### src/rtl/lcell_pkg.sv
package lcell_pkg;
  localparam int unsigned CELL_K = 3;

  typedef enum logic {
    MODE_LOGIC = 1'b0,
    MODE_ARITH = 1'b1
  } cell_mode_e;
endpackage

### src/rtl/lcell_lut.sv
module lcell_lut #(
  parameter int unsigned K = 3,
  localparam int unsigned DEPTH = 1 << K
) (
  input  logic [DEPTH-1:0] table_bits,
  input  logic [K-1:0]     addr,
  output logic             bit_out
);
  always_comb bit_out = table_bits[addr];
endmodule

### src/rtl/lcell_fa.sv
module lcell_fa (
  input  logic op_a,
  input  logic op_b,
  input  logic cin,
  output logic sum,
  output logic cout
);
  logic half;
  always_comb begin
    half = op_a ^ op_b;
    sum  = half ^ cin;
    cout = (op_a & op_b) | (half & cin);
  end
endmodule

### src/rtl/lcell_out.sv
module lcell_out (
  input  logic clk,
  input  logic rst,
  input  logic ce,
  input  logic reg_sel,
  input  logic d,
  output logic ff_q,
  output logic q
);
  always_ff @(posedge clk) begin
    if (rst)     ff_q <= 1'b0;
    else if (ce) ff_q <= d;
  end

  always_comb q = reg_sel ? ff_q : d;
endmodule

### src/rtl/lcell_top.sv
module lcell_top #(
  parameter int unsigned K = lcell_pkg::CELL_K,
  localparam int unsigned TBL_W = 1 << K,
  localparam int unsigned CFG_W = 2 * TBL_W + 2,
  localparam int unsigned MODE_BIT = 2 * TBL_W,
  localparam int unsigned REG_BIT = 2 * TBL_W + 1
) (
  input  logic             clk,
  input  logic             rst,
  input  logic             cfg_we,
  input  logic [CFG_W-1:0] cfg_data,
  input  logic             ce,
  input  logic [K:0]       din,
  input  logic             carry_in,
  output logic             logic_out,
  output logic             carry_out
);
  import lcell_pkg::*;

  logic [CFG_W-1:0] cfg_q;
  logic [1:0]       lut_o;
  logic             lut_a, lut_b;
  logic             merged, fa_sum, cell_res, ff_q;
  cell_mode_e       mode;

  always_ff @(posedge clk) begin
    if (rst)         cfg_q <= '0;
    else if (cfg_we) cfg_q <= cfg_data;
  end

  always_comb mode = cell_mode_e'(cfg_q[MODE_BIT]);

  for (genvar g = 0; g < 2; g++) begin : g_lut
    lcell_lut #(.K(K)) u_lut (
      .table_bits(cfg_q[g*TBL_W +: TBL_W]),
      .addr      (din[K-1:0]),
      .bit_out   (lut_o[g])
    );
  end

  always_comb begin
    lut_a  = lut_o[0];
    lut_b  = lut_o[1];
    merged = din[K] ? lut_b : lut_a;
  end

  lcell_fa u_fa (
    .op_a(lut_a),
    .op_b(lut_b),
    .cin (carry_in),
    .sum (fa_sum),
    .cout(carry_out)
  );

  always_comb cell_res = (mode == MODE_ARITH) ? fa_sum : merged;

  lcell_out u_out (
    .clk    (clk),
    .rst    (rst),
    .ce     (ce),
    .reg_sel(cfg_q[REG_BIT]),
    .d      (cell_res),
    .ff_q   (ff_q),
    .q      (logic_out)
  );
endmodule

### config.mk
export PLATFORM = sky130hd
export DESIGN_NAME = lcell_top
export DESIGN_NICKNAME = d
export VERILOG_FILES = /design/src/rtl/lcell_pkg.sv /design/src/rtl/lcell_lut.sv /design/src/rtl/lcell_fa.sv /design/src/rtl/lcell_out.sv /design/src/rtl/lcell_top.sv
export SDC_FILE = /design/constraint.sdc
export NUM_CORES = 1
export LEC_CHECK = 0
export BUFFER_PORTS_ARGS = -buffer_cell sky130_fd_sc_hd__buf_2
export CAP_MARGIN = 5
export CORE_ASPECT_RATIO = 1.1
export CORE_UTILIZATION = 45
export CTS_CLUSTER_SIZE = 12
export DETAILED_ROUTE_END_ITERATION = 10
export PLACE_DENSITY = 0.69
export SYNTH_ARGS = -nofsm -noshare
export SYNTH_HDL_FRONTEND = slang
export SYNTH_HIERARCHICAL = 1
export SYNTH_SLANG_ARGS = --single-unit
### constraint.sdc
create_clock -name clk -period 3.3 [get_ports clk]
set_input_delay 0.495 -clock clk [delete_from_list [all_inputs] [get_ports clk]]
set_output_delay 0.495 -clock clk [all_outputs]
set_load 0.02 [all_outputs]
==> reports/results.ini <==
[run_status]
status = finished with violations
failed_checks = design-rule violations

[routing]
wl_mm = 1.47
drtIter0Drc = 13
drc = 4
wl_met3_um = 92
avgViaCountPerCell = 5.11
ant_nets = 0
drtPass1Iterations = 7
via_count = 603
wirelength_met1_um = 664
maxUsedRoutingLayer = met4
met2WireLength_um = 685
avgRoutedWirePerCell_um = 12.4

[pwr]
power_frac_comb_pct = 16.7
switchingPower_uw = 110
p_sw_share_pct = 25.0
p_int_uw = 331
clkPwrFrac_pct = 26.6
pwr_density_cell_mw_per_mm2 = 436
ir_drop_uv = 273
p_seq_share_pct = 56.8
power_leakage_nw = 0.516

[critical_path]
required_ns = 2.80
arrival_ns = 2.56
start_kind = input port
path_class = in -> out
path_max_fanout = 4
cp_cell_sequence = buf_2 -> mux4_1 -> mux2_2 -> fa_1 -> nand2_1 -> o21ai_0 -> mux2_4 -> buf_2
crit_path_frequent_cell = buf_2
critPathCaptureType = primary output
crit_slowest_cell = mux4_1
cp_slowest_stage_delay_ns = 0.56

[synthesis]
async_flop_share_pct = 0
yosys-top-cells-area = dfxtp_1, mux2i_1, mux4_1
syn_inst = 72
syn_nets = 100
syn_area_um2 = 865
synthFlopType = dfxtp_1
synth_area_leader_cell = dfxtp_1
postSynthAreaPerCell_um2 = 12.0
synth.distinct_cells = 13
synth_commonest_cells = mux2i_1, dfxtp_1, nor2_1
synth_seq_area_share_pct = 44.0
ys_warn_count = 6
synth_edf_count = 0
ys_ff_latch = 19
synth_most_common_cell = mux2i_1
synth_top_cell_area_share_pct = 44.0

[job]
cap_violations = 0

[final_layout]
nFillCells = 174
finalNetCount = 129
final_util_pct = 56.2
drive_gt1_share_pct = 34.0
finalNonFillerCells = 118
syn2layout_area_growth_pct = 17.1
antenna_cells = 0

[global_routing]
grt_pass1_vias = 505
grt_util_all_layers_pct = 15.6
grt_max_degree = 20
grt_overflow = 0
antenna_found_initial = 0
grt_first_pass_wirelength_mm = 2.21

[die]
fp.coreArea_mm2 = 0.00180
die_area_mm2 = 0.00210
initial_utilization_pct = 48.0
ios = 29
die_h_um = 48.0
rows = 16
chipWidth_um = 43.8

[sta]
fin_skew_ns = 0.00920
tightest_slew_ns = 0.517
fin_crit_sh_pct = 92.7
hold_violations = 0
slew_headroom_pct = 65.6
fmax_ghz = 0.327
finalSetupTns_ns = 0
period_needed_ns = 3.06
drv_slew = 0
rsz0062_at_grt = false
setup-violations-final = 0

[place]
placed_cells = 114
place.gp.congestion = 0.720
hpwl_mm = 1.10
io_buffers = 28

[worst_hold_path]
worstHoldPathType = in -> reg

[clock_tree]
cts_made_buffers = 3
clock_sinks = 19
cts_setup_buffers = 0
cts.root.buffer_cell = clkbuf_4
cts.path.max_buffers = 2
cts_resized = 0
clk_pin_slew_worst_paths_ns = 0.11
htreeDepth = 1
cts_tree = yes
clkLatencyLatePin_ns = 0.30
ctsHoldBuffers = 0

[cell usage in the layout, fill, tap and decap left out]
cell,synthesis,layout
mux4_1,4,4
clkbuf_4,0,3
clkbuf_1,0,1
fa_1,1,1
dfxtp_1,19,19
nor2_1,19,19
buf_2,1,28
mux2i_1,20,20
nand2_1,1,1
mux2_4,1,1
mux2_2,2,2
o21ai_0,1,1
[final cells by class]
type | instances | area (um2) | share of cell area, %
Clock buffer | 4 | 26.3 | 2.60
Multi-Input combinational cell | 49 | 443 | 43.8
Sequential cell | 19 | 380 | 37.6
Tap cell | 18 | 22.5 | 2.22
Timing Repair Buffer | 28 | 140 | 13.8
[flip-flops by register name, summed over array words and instances, names as in the netlist]
register,count
u_out/ff_q,1
cfg_q,18
[critical path: cells and delay by family]
family                     cells  cell delay (ns)
AOI/OAI and AO/OA              1             0.10
adders and majority gates      1             0.47
muxes                          3             1.14
buffers and inverters          2             0.30
and+or+nand+nor                1             0.07
[power groups by stage]
stage | sequential [mW] | combinational, mW | clock (mW)
finish | 0.250 | 0.0736 | 0.117
global route | 0.252 | 0.0827 | 0.124
CTS | 0.251 | 0.0750 | 0.116
detailed placement | 0.256 | 0.0748 | 0
global placement | 0.256 | 0.0725 | 0
floorplan | 0.253 | 0.0544 | 0
[routing by layer]
metal	vias up	track usage [%]
met4	0	9.38
met2	19	21.8
met1	270	21.5
met3	4	4.53
met5	-	0
li1	310	-
[cells by family after synthesis]
kind of cell             share of synthesized area (%)
multiplexers                                      39.7
AO/OA/AOI/OAI                                    0.578
buffers and inverters                             4.77
flip-flops                                        44.0
AND/OR/NAND/NOR                                   8.68
adder cells (fa/ha/maj)                           2.32
[path summary, 6_finish.rpt]
path                                  end  slack [ns]  depth (start not counted)             startpoint
setup reg to reg  u_out/ff_q$_SDFFE_PP0P_        1.20                          7  cfg_q[3]$_SDFFE_PP0P_
hold / removal     cfg_q[10]$_SDFFE_PP0P_        0.42                          3           cfg_data[10]
hold reg to reg     cfg_q[5]$_SDFFE_PP0P_        0.51                          2  cfg_q[5]$_SDFFE_PP0P_
setup / recovery                logic_out        0.24                          8                 din[0]
[metrics by stage]
stage               hold slack, ns  setup WS (ns)  cell area [um2]  power (mW)
detailed placement           0.482          0.217              986       0.331
floorplan                    0.451          0.585              865       0.307
global placement             0.473          0.277              986       0.328
CTS                          0.427          0.228             1010       0.442
finish                       0.425          0.242             1010       0.441
global route                 0.445          0.126             1010       0.459
(Power assumes the default switching activity.)
